<file path="config.mk">
export PLATFORM = sky130hd
export DESIGN_NAME = cpr_cmd_proc
export DESIGN_NICKNAME = d
export VERILOG_FILES = /design/src/rtl/cpr_pkg.sv /design/src/rtl/cpr_ingest.sv /design/src/rtl/cpr_rb_select.sv /design/src/rtl/cpr_resp_tx.sv /design/src/rtl/cpr_cmd_proc.sv
export SDC_FILE = /design/constraint.sdc
export NUM_CORES = 1
export LEC_CHECK = 0
export CORE_MARGIN = 4
export CORE_UTILIZATION = 50
export CTS_BUF_LIST = sky130_fd_sc_hd__clkbuf_4
export DETAILED_ROUTE_END_ITERATION = 8
export GPL_TIMING_DRIVEN = 0
export PLACE_DENSITY_LB_ADDON = 0.05
export REMOVE_ABC_BUFFERS = 1
export SYNTH_ARGS = -nofsm -noshare
export SYNTH_HDL_FRONTEND = slang
export SYNTH_SLANG_ARGS = --single-unit
</file>
<file path="constraint.sdc">
create_clock -name clk -period 2.4 [get_ports clk]
set_input_delay 0.48 -clock clk [delete_from_list [all_inputs] [get_ports clk]]
set_output_delay 0.48 -clock clk [all_outputs]
set_load 0.03 [all_outputs]
</file>
<file path="src/rtl/cpr_pkg.sv">
`timescale 1ns/1ps
// Shared types and constants for the command packet register processor.
// Assumes a 64-bit packet word with the header laid out as pkt_hdr_t.
package cpr_pkg;

    localparam int STREAM_W = 64;

    typedef struct packed {
        logic [1:0]  kind;
        logic        has_time;
        logic        eob_err;
        logic [11:0] seq;
        logic [15:0] len_bytes;
        logic [15:0] src_sid;
        logic [15:0] dst_sid;
    } pkt_hdr_t;

    localparam logic [7:0]  ADDR_SHELL_RB = 8'd127;
    localparam logic [7:0]  ADDR_USER_RB  = 8'd255;
    localparam logic [7:0]  ADDR_CTL_MID  = 8'd129;
    localparam logic [7:0]  ADDR_CTL_END  = 8'd130;
    localparam logic [15:0] RSP_LEN_BYTES = 16'd16;

    typedef enum logic [2:0] {
        ST_HDR,
        ST_PAY,
        ST_DRAIN,
        ST_STRB,
        ST_CAP,
        ST_WAIT
    } ing_state_t;

    // Build a response header from the command header and an error flag.
    function automatic pkt_hdr_t make_rsp_hdr(input pkt_hdr_t cmd, input logic err);
        pkt_hdr_t r;
        r.kind      = 2'b11;
        r.has_time  = 1'b0;
        r.eob_err   = err;
        r.seq       = cmd.seq;
        r.len_bytes = RSP_LEN_BYTES;
        r.src_sid   = cmd.dst_sid;
        r.dst_sid   = cmd.src_sid;
        return r;
    endfunction

endpackage

</file>
<file path="src/rtl/cpr_ingest.sv">
`timescale 1ns/1ps
// Command intake: accepts one packet at a time, checks its beat count,
// issues the settings-bus write and control beat, then hands over to the
// response side and waits for it to finish.
// Assumes the response side pulses resp_done on its final accepted beat.
module cpr_ingest
    import cpr_pkg::*;
#(
    parameter int REG_ADDR_W = 8,
    parameter int REG_DATA_W = 32
) (
    input  logic                  clk,
    input  logic                  rst_n,
    input  logic [STREAM_W-1:0]   cmd_tdata,
    input  logic                  cmd_tlast,
    input  logic                  cmd_tvalid,
    output logic                  cmd_tready,
    input  logic                  resp_done,
    output logic [REG_ADDR_W-1:0] set_addr,
    output logic [REG_DATA_W-1:0] set_data,
    output logic                  set_stb,
    output logic [REG_DATA_W-1:0] ctl_tdata,
    output logic                  ctl_tlast,
    output logic                  ctl_tvalid,
    output logic                  resp_go,
    output pkt_hdr_t              cmd_hdr,
    output logic                  cmd_err
);

    ing_state_t            st;
    logic                  take;
    logic [REG_ADDR_W-1:0] pay_addr;
    logic [REG_DATA_W-1:0] pay_data;
    logic                  pay_is_ctl;

    // Ready only while a packet is being taken in.
    always_comb begin
        cmd_tready = (st == ST_HDR) || (st == ST_PAY) || (st == ST_DRAIN);
        take       = cmd_tready && cmd_tvalid;
        pay_addr   = cmd_tdata[REG_DATA_W +: REG_ADDR_W];
        pay_data   = cmd_tdata[REG_DATA_W-1:0];
        pay_is_ctl = (pay_addr == ADDR_CTL_MID) || (pay_addr == ADDR_CTL_END);
        resp_go    = (st == ST_CAP);
    end

    // Packet state machine, header capture and error tracking.
    always_ff @(posedge clk) begin
        if (!rst_n) begin
            st      <= ST_HDR;
            cmd_hdr <= '0;
            cmd_err <= 1'b0;
        end else begin
            case (st)
                ST_HDR: if (take) begin
                    cmd_hdr <= pkt_hdr_t'(cmd_tdata);
                    cmd_err <= cmd_tlast;
                    st      <= cmd_tlast ? ST_CAP : ST_PAY;
                end
                ST_PAY: if (take) begin
                    if (cmd_tlast) begin
                        st <= ST_STRB;
                    end else begin
                        cmd_err <= 1'b1;
                        st      <= ST_DRAIN;
                    end
                end
                ST_DRAIN: if (take && cmd_tlast) st <= ST_CAP;
                ST_STRB:  st <= ST_CAP;
                ST_CAP:   st <= ST_WAIT;
                ST_WAIT:  if (resp_done) st <= ST_HDR;
                default:  st <= ST_HDR;
            endcase
        end
    end

    // Settings-bus write and control beat for a well-formed payload.
    always_ff @(posedge clk) begin
        if (!rst_n) begin
            set_stb    <= 1'b0;
            set_addr   <= '0;
            set_data   <= '0;
            ctl_tvalid <= 1'b0;
            ctl_tlast  <= 1'b0;
            ctl_tdata  <= '0;
        end else begin
            set_stb    <= 1'b0;
            ctl_tvalid <= 1'b0;
            if (st == ST_PAY && take && cmd_tlast) begin
                set_stb    <= 1'b1;
                set_addr   <= pay_addr;
                set_data   <= pay_data;
                ctl_tvalid <= pay_is_ctl;
                ctl_tlast  <= (pay_addr == ADDR_CTL_END);
                ctl_tdata  <= pay_data;
            end
        end
    end

    p_stb_single_r2: assert property (@(posedge clk) disable iff (!rst_n)
        set_stb |=> !set_stb);

    p_ctl_with_stb_r8: assert property (@(posedge clk) disable iff (!rst_n)
        ctl_tvalid |-> (set_stb && (set_addr == ADDR_CTL_MID || set_addr == ADDR_CTL_END)));

    p_err_no_stb_r5: assert property (@(posedge clk) disable iff (!rst_n)
        (resp_go && cmd_err) |-> !set_stb);

endmodule

</file>
<file path="src/rtl/cpr_rb_select.sv">
`timescale 1ns/1ps
// Readback selection: keeps the select state written through addresses
// 127 and 255, and muxes the block's own status words or user readback.
// Assumes writes arrive as single-clock strobes on the settings bus.
module cpr_rb_select
    import cpr_pkg::*;
#(
    parameter int                  REG_ADDR_W  = 8,
    parameter int                  REG_DATA_W  = 32,
    parameter logic [REG_DATA_W-1:0] BLOCK_ID    = 32'h0000_C0DE,
    parameter logic [REG_DATA_W-1:0] WINDOW_SIZE = 32'd2048
) (
    input  logic                  clk,
    input  logic                  rst_n,
    input  logic                  set_stb,
    input  logic [REG_ADDR_W-1:0] set_addr,
    input  logic [REG_DATA_W-1:0] set_data,
    input  logic [REG_DATA_W-1:0] rb_data,
    output logic [REG_DATA_W-1:0] rb_word
);

    logic                  sel_user;
    logic [REG_DATA_W-1:0] shell_idx;
    logic [REG_DATA_W-1:0] shell_word;

    // Update the selection on writes to either select address.
    always_ff @(posedge clk) begin
        if (!rst_n) begin
            sel_user  <= 1'b0;
            shell_idx <= '0;
        end else if (set_stb) begin
            if (set_addr == ADDR_SHELL_RB) begin
                sel_user  <= 1'b0;
                shell_idx <= set_data;
            end else if (set_addr == ADDR_USER_RB) begin
                sel_user  <= 1'b1;
            end
        end
    end

    // Own status mux and final source choice.
    always_comb begin
        case (shell_idx)
            REG_DATA_W'(0): shell_word = BLOCK_ID;
            REG_DATA_W'(1): shell_word = WINDOW_SIZE;
            default:        shell_word = '0;
        endcase
        rb_word = sel_user ? rb_data : shell_word;
    end

    p_user_follows_r7: assert property (@(posedge clk) disable iff (!rst_n)
        (set_stb && set_addr == ADDR_USER_RB) |=> (rb_word == rb_data));

endmodule

</file>
<file path="src/rtl/cpr_resp_tx.sv">
`timescale 1ns/1ps
// Response emitter: on resp_go captures the response header and the
// selected readback word, then offers header and payload beats in order.
// Assumes resp_go is not raised again before resp_done.
module cpr_resp_tx
    import cpr_pkg::*;
#(
    parameter int REG_DATA_W = 32
) (
    input  logic                  clk,
    input  logic                  rst_n,
    input  logic                  resp_go,
    input  pkt_hdr_t              cmd_hdr,
    input  logic                  cmd_err,
    input  logic [REG_DATA_W-1:0] rb_word,
    output logic [STREAM_W-1:0]   rsp_tdata,
    output logic                  rsp_tlast,
    output logic                  rsp_tvalid,
    input  logic                  rsp_tready,
    output logic                  resp_done
);

    localparam int PAD_W = STREAM_W - REG_DATA_W;

    typedef enum logic [1:0] {PH_IDLE, PH_HEAD, PH_BODY} phase_t;

    phase_t                ph;
    pkt_hdr_t              hdr_q;
    logic [REG_DATA_W-1:0] word_q;

    // Beat sequencing and capture of header and readback word.
    always_ff @(posedge clk) begin
        if (!rst_n) begin
            ph     <= PH_IDLE;
            hdr_q  <= '0;
            word_q <= '0;
        end else begin
            case (ph)
                PH_IDLE: if (resp_go) begin
                    hdr_q  <= make_rsp_hdr(cmd_hdr, cmd_err);
                    word_q <= rb_word;
                    ph     <= PH_HEAD;
                end
                PH_HEAD: if (rsp_tready) ph <= PH_BODY;
                PH_BODY: if (rsp_tready) ph <= PH_IDLE;
                default: ph <= PH_IDLE;
            endcase
        end
    end

    // Output beat selection.
    always_comb begin
        rsp_tvalid = (ph != PH_IDLE);
        rsp_tlast  = (ph == PH_BODY);
        rsp_tdata  = (ph == PH_HEAD) ? STREAM_W'(hdr_q) : {{PAD_W{1'b0}}, word_q};
        resp_done  = (ph == PH_BODY) && rsp_tready;
    end

    p_hold_r10: assert property (@(posedge clk) disable iff (!rst_n)
        (rsp_tvalid && !rsp_tready) |=> (rsp_tvalid && $stable(rsp_tdata) && $stable(rsp_tlast)));

    p_hdr_kind_r4: assert property (@(posedge clk) disable iff (!rst_n)
        (rsp_tvalid && !rsp_tlast) |-> (rsp_tdata[63:61] == 3'b110 && rsp_tdata[47:32] == 16'd16));

    p_body_after_head_r3: assert property (@(posedge clk) disable iff (!rst_n)
        (rsp_tvalid && !rsp_tlast && rsp_tready) |=> (rsp_tvalid && rsp_tlast));

endmodule

</file>
<file path="src/rtl/cpr_cmd_proc.sv">
`timescale 1ns/1ps
// Top level: command packets in, settings-bus writes and control beats
// out, one response packet back per command.
// Assumes a single command stream and one response consumer.
module cpr_cmd_proc
    import cpr_pkg::*;
#(
    parameter int                    REG_ADDR_W  = 8,
    parameter int                    REG_DATA_W  = 32,
    parameter logic [REG_DATA_W-1:0] BLOCK_ID    = 32'h0000_C0DE,
    parameter logic [REG_DATA_W-1:0] WINDOW_SIZE = 32'd2048
) (
    input  logic                  clk,
    input  logic                  rst_n,
    input  logic [63:0]           cmd_tdata,
    input  logic                  cmd_tlast,
    input  logic                  cmd_tvalid,
    output logic                  cmd_tready,
    output logic [63:0]           rsp_tdata,
    output logic                  rsp_tlast,
    output logic                  rsp_tvalid,
    input  logic                  rsp_tready,
    output logic [REG_ADDR_W-1:0] set_addr,
    output logic [REG_DATA_W-1:0] set_data,
    output logic                  set_stb,
    input  logic [REG_DATA_W-1:0] rb_data,
    output logic [REG_DATA_W-1:0] ctl_tdata,
    output logic                  ctl_tlast,
    output logic                  ctl_tvalid
);

    logic                  resp_go;
    logic                  resp_done;
    logic                  cmd_err;
    pkt_hdr_t              cmd_hdr;
    logic [REG_DATA_W-1:0] rb_word;

    cpr_ingest #(
        .REG_ADDR_W (REG_ADDR_W),
        .REG_DATA_W (REG_DATA_W)
    ) u_ingest (
        .clk        (clk),
        .rst_n      (rst_n),
        .cmd_tdata  (cmd_tdata),
        .cmd_tlast  (cmd_tlast),
        .cmd_tvalid (cmd_tvalid),
        .cmd_tready (cmd_tready),
        .resp_done  (resp_done),
        .set_addr   (set_addr),
        .set_data   (set_data),
        .set_stb    (set_stb),
        .ctl_tdata  (ctl_tdata),
        .ctl_tlast  (ctl_tlast),
        .ctl_tvalid (ctl_tvalid),
        .resp_go    (resp_go),
        .cmd_hdr    (cmd_hdr),
        .cmd_err    (cmd_err)
    );

    cpr_rb_select #(
        .REG_ADDR_W  (REG_ADDR_W),
        .REG_DATA_W  (REG_DATA_W),
        .BLOCK_ID    (BLOCK_ID),
        .WINDOW_SIZE (WINDOW_SIZE)
    ) u_rb_select (
        .clk      (clk),
        .rst_n    (rst_n),
        .set_stb  (set_stb),
        .set_addr (set_addr),
        .set_data (set_data),
        .rb_data  (rb_data),
        .rb_word  (rb_word)
    );

    cpr_resp_tx #(
        .REG_DATA_W (REG_DATA_W)
    ) u_resp_tx (
        .clk        (clk),
        .rst_n      (rst_n),
        .resp_go    (resp_go),
        .cmd_hdr    (cmd_hdr),
        .cmd_err    (cmd_err),
        .rb_word    (rb_word),
        .rsp_tdata  (rsp_tdata),
        .rsp_tlast  (rsp_tlast),
        .rsp_tvalid (rsp_tvalid),
        .rsp_tready (rsp_tready),
        .resp_done  (resp_done)
    );

    p_one_at_a_time_r11: assert property (@(posedge clk) disable iff (!rst_n)
        rsp_tvalid |-> !cmd_tready);

endmodule

</file>
==> impl_results.md <==
- TritonCTS Buffers: 53
- Internal power: 0.00563 W
- Crit Path Max Fanout: 15
- Root Driver: clkbuf_4
- Synth area leader: dfxtp_1
- Setup Skew: 0.0264 ns
- Post-Route WL: 23,800 um
- Net count, final: 1,335
- Synth cell types: 38
- Share of cells above drive strength 1: 13.2%
- Synth Area in Compound Gates: 15.3%
- Hold Path Origin: rst_n
- Top cell family by delay on the critical path: buffers and inverters
- H-tree depth: 2
- Clock power share: 34.9%
- Post-Synthesis Cell Area: 0.00867 sq mm
- Arrival @ worst endpoint: 1.79 ns
- Status: finished, final reports clean
- Max Cap Viol: 0
- CP Capture Type: primary output
- Fmax: 440 MHz
- Simple-gate area share of the yosys netlist: 25.6%
- First-pass GRT wire length: 37,300 um
- Yosys top cell area share: 47.1%
- Worst-Margin Slew: 0.950 ns
- Synth Warn #: 0
- Synthesized netlist cell count: 1,051
- Buffers & Inverters on Critical Path: 3
- Startpoint types: flip-flop
- Fin cells: 1,490
- Port buffer count: 214
- DR DRC count: 0
- R2r setup slk: 0.18 ns
- Initial Util: 51.7%
- Most frequent cell after synthesis: nand2_1
- Placer Congestion: 0.737
- DIE WIDTH: 140 um
- Final hold vios: 0
- Worst path max stage delay: 0.36 ns
- Die area: 0.0195 sq mm
- Clk sinks: 204
- Comb pwr share: 19.1%
- Tcrit/Tclk final: 94.7%
- Met3 usage in global routing: 6.31%
- Clock tree from TritonCTS: built
- Area grow syn2layout: 31.9%
- Sw Pwr: 0.00235 W
- Hold Path End: u_ingest.cmd_hdr[21]$_SDFFE_PN0P_
- Highest ir drop seen on vdd: 0.418 mV
- Power, Total: 0.00798 W
- Final setup violation count: 0
- Placed Area: 0.0108 sq mm
- CTS max path bufs: 3
- Largest family of logic cells by synthesized area: simple AND/OR/NAND/NOR gates
- Max-slew violations: 0
- Met1 Use GR: 28.6%
- Worst hold path type: in2reg
- Synth top cells by count: 382 x nand2_1, 204 x dfxtp_1, 145 x a21boi_0
- WHS Path Cells: 2
- Post-route ant nets: 0
- Multiplexer share of the synthesized area: 3.81%
- R2R Path Start: u_resp_tx.ph[0]$_SDFFE_PN0P_
- DIE HEIGHT: 140 um
- Sequential power share: 45.9%
- Setup TNS: 0 ns
- GRT met2 Usage: 40.4%
- Initial DRC Count: 321
- Asr flop ratio synth: 0%
- Post-CTS Hold Fix Bufs: 0
- Reg2Reg Depth: 6
- Number of flops mapped to enable cells by yosys: 0
- Tot GR Track Use: 23.2%
- CP required: 1.92 ns
- Post-DP HPWL: 14,100 um
- Initial antenna violation count: 1
- # IOs: 243
- Syn avg cell area: 8.25 sq um
- Largest net degree at the start of global routing: 105
- Register bit total from synthesis: 204
- Synth Area in XOR/XNOR: 0.101%
- Grt total ovfl: 0
- Core box area: 0.0168 sq mm
- Max-slew headroom: 36.7%
- Gr busiest metal: met2
- Min Hold Slack: 0.381 ns
- RSZ-0062 raised after global routing: no
- Top_reg_cell synth: dfxtp_1
- Kind of critical path: reg2out
- Number of global-route vias before repair: 7,339
- Leakage power: 4.25 nW
- Vias: 7,559
- Worst R2R End: u_resp_tx.word_q[7]$_SDFFE_PN0P_
- Adder-cell share of the synthesized area: 0%
- Placed Cells: 1,387
- Reg clk slew, reported paths: 0.06 ns
- Crit-path cells: nor2b_4 -> buf_12 -> buf_12 -> nand2_1 -> nand2_1 -> buf_2
- Pwr/cell area: 698 mW/mm^2
- Fin crit period: 2.27 ns
- Fin area: 0.0114 sq mm
- Routed wire per std cell: 16.0 um
- Synth area leaders: dfxtp_1 47%, nand2_1 17%, a21boi_0 13%
- DR vias/cell: 5.07
- Filler cells: 1,493
- Crit-path slowest cell: dfxtp_4
- Row count: 47
- Switching share of power: 29.4%
- CP startpoint: u_resp_tx.ph[0]$_SDFFE_PN0P_
- Seq/Total Area, Yosys: 47.1%
- First drt pass iteration count: 5
- Skew-Pair Late Insertion Delay: 0.62 ns
[sequential cells by signal (all words and copies together), names as in the netlist, 2 cells and up]
name / count
u_resp_tx.word_q: 32
u_ingest.set_data: 32
u_rb_select.shell_idx: 32
u_ingest.cmd_hdr: 44
u_resp_tx.ph: 2
u_ingest.st: 3
u_ingest.set_addr: 8
u_resp_tx.hdr_q: 46
[cell type report]
type	count	area (sq um)	area share [%]
clock buffer	78	586	5.12
antenna	2	5.00	0.0438
timing repair buffer	234	2370	20.8
multi-input combinational	738	4040	35.3
sequential	204	4090	35.8
clock inverter	11	42.5	0.372
tap	220	275	2.41
inverter	3	11.3	0.0985
[routing by layer]
metal	vias up	routed length [um]
met1	3526	10300
met2	251	11400
met3	30	1800
li1	3752	-
met4	0	401
met5	-	0
[worst max path at each step]
stage	end	slack, ns	depth (start not counted)
5_1_grt	u_ingest.ctl_tlast$_SDFFE_PN0P_	0.0002	5
3_5_place_dp	u_ingest.ctl_tlast$_SDFFE_PN0P_	-0.70	6
3_3_place_gp	u_ingest.cmd_err$_SDFFE_PN0P_	-3.51	3
2_1_floorplan	u_resp_tx.word_q[11]$_SDFFE_PN0P_	-1.23	4
4_1_cts	rsp_tdata[36]	0.009	4
6_report	rsp_tdata[2]	0.13	6
[power groups by stage]
stage                     Clock [W]  Sequential [W]  Combinational (W)
final                       0.00279         0.00367            0.00153
after detailed placement          0         0.00373            0.00143
after CTS                   0.00287         0.00366            0.00151
after floorplan                   0         0.00378           0.000618
after global placement            0         0.00372            0.00133
after global routing        0.00308         0.00368            0.00164
[per-stage QoR]
step / util (%) / worst slack, ns
2_1_floorplan: - / -1.23
3_3_place_gp: 62.4 / -3.51
3_5_place_dp: 64.2 / -0.705
4_1_cts: 68.6 / 0.00905
5_1_grt: 68.2 / 0.000246
6_report: 68.2 / 0.127
[repair_timing]
item,CTS,global route
resized for setup,193,40
cloned,3,2
endpoints found under the setup margin,59,45
setup buffers,7,1
pin swaps,1,0
[cells in the final DEF, fill, tap and decap left out, drive strengths merged, types with 10 or more instances in the layout]
cell type      instances
nand2                382
conb                  16
and2                  23
clkbuf                80
nor4                  10
nand3                 24
clkinv                11
dfxtp                204
clkdlybuf4s50        162
nor2b                 37
a21boi               154
mux2i                 33
buf                   53
clkdlybuf4s15         12
[cells by family (layout without fill, tap and decap cells)]
family / after synthesis / count (layout)
multiplexers: 33 / 33
flip-flops: 204 / 204
other: 1 / 18
XOR/XNOR: 1 / 1
buffers and inverters: 127 / 326
AND/OR/NAND/NOR: 508 / 511
AO/OA/AOI/OAI: 177 / 177
(Power assumes the default switching activity.)
